$ cat src/rtl/dxs_pkg.sv
package dxs_pkg;
   typedef enum logic [1:0] {
      MODE_NORMAL = 2'd0,
      MODE_REPEAT = 2'd1,
      MODE_BLOCK  = 2'd2
   } xfer_mode_e;
endpackage

$ cat src/rtl/dxs_ctl_reg.sv
module dxs_ctl_reg #(
   parameter int REG_W   = 8,
   parameter int SKIP_BIT = 4,
   parameter int ONE_BIT  = 3
) (
   input  logic             clk,
   input  logic             rst_n,
   input  logic             wr,
   input  logic [REG_W-1:0] wdata,
   output logic [REG_W-1:0] rdata,
   output logic             skip_en
);
   logic skip_q;
   logic unused_wbits;

   if (SKIP_BIT == ONE_BIT || SKIP_BIT >= REG_W || ONE_BIT >= REG_W) begin : g_bad_layout
      $error("dxs_ctl_reg: bit positions collide or exceed register width");
   end

   always_ff @(posedge clk or negedge rst_n) begin
      if (!rst_n)  skip_q <= 1'b0;
      else if (wr) skip_q <= wdata[SKIP_BIT];
   end

   for (genvar b = 0; b < REG_W; b++) begin : g_bit
      if (b == SKIP_BIT) begin : g_rw
         assign rdata[b] = skip_q;
      end else if (b == ONE_BIT) begin : g_one
         assign rdata[b] = 1'b1;
      end else begin : g_zero
         assign rdata[b] = 1'b0;
      end
   end

   assign unused_wbits = ^wdata;
   assign skip_en = skip_q;
endmodule

$ cat src/rtl/dxs_blk_cnt.sv
module dxs_blk_cnt #(
   parameter int CNT_W = 16
) (
   input  logic           clk,
   input  logic           rst_n,
   input  logic           load_en,
   input  logic [CNT_W-1:0] load_val,
   input  logic           dec_en,
   output logic [CNT_W:0] remain,
   output logic           zero_q,
   output logic           zero_nxt
);
   localparam logic [CNT_W:0] FULL_RANGE = {1'b1, {CNT_W{1'b0}}};
   localparam logic [CNT_W-1:0] ONE = {{(CNT_W-1){1'b0}}, 1'b1};

   if (CNT_W < 2) begin : g_bad_width
      $error("dxs_blk_cnt: CNT_W must be at least 2");
   end

   logic [CNT_W-1:0] raw_q, raw_d;
   logic             zero_d;

   always_comb begin
      raw_d  = raw_q;
      zero_d = zero_q;
      if (load_en) begin
         raw_d  = load_val;
         zero_d = 1'b0;
      end else if (dec_en && !zero_q) begin
         raw_d  = raw_q - ONE;
         zero_d = (raw_q == ONE);
      end
   end

   always_ff @(posedge clk or negedge rst_n) begin
      if (!rst_n) begin
         raw_q  <= '0;
         zero_q <= 1'b1;
      end else begin
         raw_q  <= raw_d;
         zero_q <= zero_d;
      end
   end

   assign zero_nxt = zero_d;
   assign remain   = zero_q ? '0 : ((raw_q == '0) ? FULL_RANGE : {1'b0, raw_q});
endmodule

$ cat src/rtl/dxs_history.sv
module dxs_history
   import dxs_pkg::*;
#(
   parameter int VEC_W = 8
) (
   input  logic             clk,
   input  logic             rst_n,
   input  logic             req_valid,
   input  logic [VEC_W-1:0] req_vec,
   input  logic             skip_en,
   input  logic             xfer_done,
   input  logic [1:0]       cur_mode,
   input  logic             cur_chain,
   input  logic             norm_cnt_zero,
   input  logic             blk_zero_nxt,
   output logic             fetch_valid,
   output logic             fetch_need
);
   logic [VEC_W-1:0] pend_vec_q, prev_vec_q;
   logic             prev_ok_q, prev_chain_q, prev_end_q;
   logic             reuse_ok, end_now;

   always_comb begin
      reuse_ok = prev_ok_q && skip_en && (req_vec == prev_vec_q)
                 && !prev_chain_q && !prev_end_q;
      unique case (cur_mode)
         MODE_NORMAL: end_now = norm_cnt_zero;
         MODE_BLOCK:  end_now = blk_zero_nxt;
         default:     end_now = 1'b0;
      endcase
   end

   always_ff @(posedge clk or negedge rst_n) begin
      if (!rst_n) begin
         pend_vec_q   <= '0;
         prev_vec_q   <= '0;
         prev_ok_q    <= 1'b0;
         prev_chain_q <= 1'b0;
         prev_end_q   <= 1'b0;
         fetch_valid  <= 1'b0;
         fetch_need   <= 1'b0;
      end else begin
         fetch_valid <= req_valid;
         if (req_valid) begin
            pend_vec_q <= req_vec;
            fetch_need <= !reuse_ok;
         end
         if (xfer_done) begin
            prev_vec_q   <= pend_vec_q;
            prev_ok_q    <= 1'b1;
            prev_chain_q <= cur_chain;
            prev_end_q   <= end_now;
         end
      end
   end
endmodule

$ cat src/rtl/dxfer_skip_ctl.sv
module dxfer_skip_ctl
   import dxs_pkg::*;
#(
   parameter int VEC_W    = 8,
   parameter int CNT_W    = 16,
   parameter int REG_W    = 8,
   parameter int SKIP_BIT = 4,
   parameter int ONE_BIT  = 3
) (
   input  logic             clk,
   input  logic             rst_n,
   input  logic             ctl_wr,
   input  logic [REG_W-1:0] ctl_wdata,
   output logic [REG_W-1:0] ctl_rdata,
   input  logic             req_valid,
   input  logic [VEC_W-1:0] req_vec,
   output logic             fetch_valid,
   output logic             fetch_need,
   input  logic [1:0]       cur_mode,
   input  logic             cur_chain,
   input  logic             norm_cnt_zero,
   input  logic             xfer_done,
   input  logic             blk_load,
   input  logic [CNT_W-1:0] blk_load_val,
   input  logic             elem_last,
   output logic [CNT_W:0]   blk_remain,
   output logic             blk_zero
);
   logic skip_en, in_block, blk_zero_nxt;

   assign in_block = (cur_mode == MODE_BLOCK);

   dxs_ctl_reg #(.REG_W(REG_W), .SKIP_BIT(SKIP_BIT), .ONE_BIT(ONE_BIT)) u_ctl (
      .clk(clk), .rst_n(rst_n), .wr(ctl_wr), .wdata(ctl_wdata),
      .rdata(ctl_rdata), .skip_en(skip_en)
   );

   dxs_blk_cnt #(.CNT_W(CNT_W)) u_cnt (
      .clk(clk), .rst_n(rst_n),
      .load_en(blk_load && in_block), .load_val(blk_load_val),
      .dec_en(elem_last && in_block),
      .remain(blk_remain), .zero_q(blk_zero), .zero_nxt(blk_zero_nxt)
   );

   dxs_history #(.VEC_W(VEC_W)) u_hist (
      .clk(clk), .rst_n(rst_n), .req_valid(req_valid), .req_vec(req_vec),
      .skip_en(skip_en), .xfer_done(xfer_done), .cur_mode(cur_mode),
      .cur_chain(cur_chain), .norm_cnt_zero(norm_cnt_zero),
      .blk_zero_nxt(blk_zero_nxt),
      .fetch_valid(fetch_valid), .fetch_need(fetch_need)
   );
endmodule

$ cat config.mk
export PLATFORM = sky130hd
export DESIGN_NAME = dxfer_skip_ctl
export DESIGN_NICKNAME = d
export VERILOG_FILES = /design/src/rtl/dxs_pkg.sv /design/src/rtl/dxs_ctl_reg.sv /design/src/rtl/dxs_blk_cnt.sv /design/src/rtl/dxs_history.sv /design/src/rtl/dxfer_skip_ctl.sv
export SDC_FILE = /design/constraint.sdc
export NUM_CORES = 1
export LEC_CHECK = 0
export BUFFER_PORTS_ARGS = -buffer_cell sky130_fd_sc_hd__buf_4
export CAP_MARGIN = 10
export CORE_MARGIN = 1.5
export CORE_UTILIZATION = 25
export DETAILED_ROUTE_END_ITERATION = 10
export PLACE_DENSITY_LB_ADDON = 0.15
export SLEW_MARGIN = 20
export SYNTH_ARGS = -nofsm -noshare
export SYNTH_HDL_FRONTEND = slang
export SYNTH_HIERARCHICAL = 1
export SYNTH_SLANG_ARGS = --single-unit
$ cat constraint.sdc
create_clock -name clk -period 4.3 [get_ports clk]
set_clock_uncertainty 0.1 [all_clocks]
set_input_delay 0.86 -clock clk [delete_from_list [all_inputs] [get_ports clk]]
set_output_delay 0.86 -clock clk [all_outputs]
set_load 0.005 [all_outputs]
==> metrics.yaml <==
status: "finished, final reports clean"
required_ns: 3.34
antenna_found_initial: 0
clock.fmax_mhz: 292.0
synth.cell_area_mm2: 0.002118
largest_reg_flops: 16
drtAntennaViolNets: 0
cts_root_buf: "clkbuf_8"
grt_max_degree: 40
fp-row-count: 33
cts_hold_buffers: 0
final_cells: 358
relSlewSlack_pct: 53.30
whs_ns: 0.3652
via_per_inst: 4.433
placed_cell_area_mm2: 0.002596
drc: 0
worstSetupStartpointType: "flip-flop"
initial_core_util_pct: 25.78
synth_cells: 200
clock-sinks: 39
critPathKind: "reg2out"
cts_max_level: 2
post-cts-setup-buffer-count: 0
core_mm2: 0.008217
largestRegisters: "u_cnt/raw_q (16), u_hist/pend_vec_q (8), u_hist/prev_vec_q (8)"
fin_crit_sh_pct: 79.65
final_hold_viol_count: 0
synth_edf_count: 0
io_pins: 71
die_area_mm2: 0.009035
hold_class: "reg2reg"
io_buffers: 56
netlist.area_leader.share_pct: 44.89
gp_congestion: 0.6988
fin_ws_ns: 0.8749
synth_warnings: 6
first_pass_iters: 4
tns_ns: 0
synth_seq_cells: 39
yosysUniqueCellTypes: 39
post_drt_wl_per_cell_um: 13.58
cts-resized-gates: 0
ys_seq_area_share_pct: 46.13
setup_viol: 0
top_register: "u_cnt/raw_q"
overflow: 0
grt_pass1_vias: 1482
synth_top_area_cell: "dfrtp_1"
clock_latency_ns: 0.29
cts_tree: "yes"
die_x_um: 95.05
dp_hpwl_mm: 3.522
diodes: 0
layout-drive-gt1-share_pct: 35.97
yosys-top-cells-count: "dfrtp_1 (38), mux2_2 (19), nand2_1 (14)"
first_iter_violations: 83
synthArstFlopShare_pct: 100.0
clk_pin_slew_ns: 0.08
synth_ff_type: "dfrtp_1"
worst_pin_slew_ns: 0.6972
p_leak_nw: 1.170
dr_total_vias: 1587
die_h_um: 95.05
crit_fanout: 9
grt_usage_pct: 11.32
rrSetupSlack_ns: 2.02
netlist_top_cells_area: "dfrtp_1 (45%), mux2_2 (10%), xor2_1 (5.0%)"
worstPathArrival_ns: 2.47
syn_avg_cell_area_um2: 10.59
grt_pass1_wl_mm: 7.652
period_minus_slack_ns: 3.425
design_area_mm2: 0.002714
cts.path.max_buffers: 2
cts_buffers: 5
rsz0062_at_grt: "false"
synth.most_common_cell: "dfrtp_1"
vdd_drop_max_mv: 0.1240
dp.cells: 350
slew_violations: 0
crit_path_end_kind: "primary output"
fin_nets: 298
post-place-ws_ns: 1.168
p_per_area_mw_per_mm2: 397.7
area_growth_pct: 28.12
max_cap_viol_count: 0
wl_mm: 4.861
==> final timing paths <==
check,startpoint,endpoint,cells past startpoint
max,u_cnt/raw_q[8]$_DFFE_PN0P_,blk_remain[11],5
min,u_hist/prev_ok_q$_DFFE_PN0P_,u_hist/prev_ok_q$_DFFE_PN0P_,1
max reg2reg,u_cnt/raw_q[8]$_DFFE_PN0P_,u_hist/prev_end_q$_DFFE_PN0P_,7
min reg2reg,u_hist/prev_ok_q$_DFFE_PN0P_,u_hist/prev_ok_q$_DFFE_PN0P_,1
max in group asynchronous,rst_n,u_cnt/zero_q$_DFF_PN1_,1
min in group asynchronous,rst_n,u_ctl/skip_en$_DFFE_PN0P_,1
==> cell usage in the layout, fill, tap and decap left out, drive strengths merged, types with 2 or more instances in the layout <==
master and instances:
a221o 2, nor2b 10, xnor2 8, mux2 20, and3b 3, clkbuf 6
mux2i 2, xor2 12, or4 5, conb 7, inv 2, nand3 3
nor4 6, o21ai 13, buf 57, ha 3, a31oi 2, nor2 10
nor3b 2, nor3 6, nand2 14, and2 9, dfrtp 38
==> layer usage <==
layer	GRT usage, %	routed length, µm
met1	16.50	2368
met2	16.19	2173
met3	2.313	237
met4	4.478	81
met5	0	0
==> through the flow <==
step           power [mW]  util, %
2_1_floorplan      0.6452        -
3_3_place_gp       0.7678    31.60
3_5_place_dp       0.7695    31.60
4_1_cts             1.102    33.03
5_1_grt             1.160    33.03
6_report            1.079    33.03
==> area by class of cell <==
class / instances / area [µm²]
fill: 845 / 5503
multi-input combinational: 147 / 1052
sequential: 39 / 977.2
timing repair buffer: 57 / 427.9
tap: 105 / 131.4
clock buffer: 6 / 82.58
clock inverter: 2 / 35.03
inverter: 2 / 7.507
==> power by group <==
group          switching (mW)  internal, mW
Sequential             0.0588         0.423
Clock                   0.135         0.188
Combinational           0.117         0.158
Total                   0.311         0.768
==> critical path, stage by stage (launching register included) <==
cell	delay, ns
dfrtp_1	0.41
or4_1	0.68
nor3_2	0.36
a31oi_1	0.32
and2_1	0.27
buf_4	0.13
==> cells by family (layout without fill, tap and decap cells) <==
logic type | count (synthesis) | count (layout) | synth area share, %
other | 2 | 7 | 0.3545
buffers and inverters | 19 | 67 | 5.080
adders and majority gates | 3 | 3 | 1.772
DFF | 39 | 39 | 46.13
AOI/OAI and AO/OA | 19 | 19 | 5.257
xor gates and xnor gates | 20 | 20 | 8.269
and+or+nand+nor | 76 | 76 | 21.38
muxes | 22 | 22 | 11.75
(Power assumes the default switching activity.)
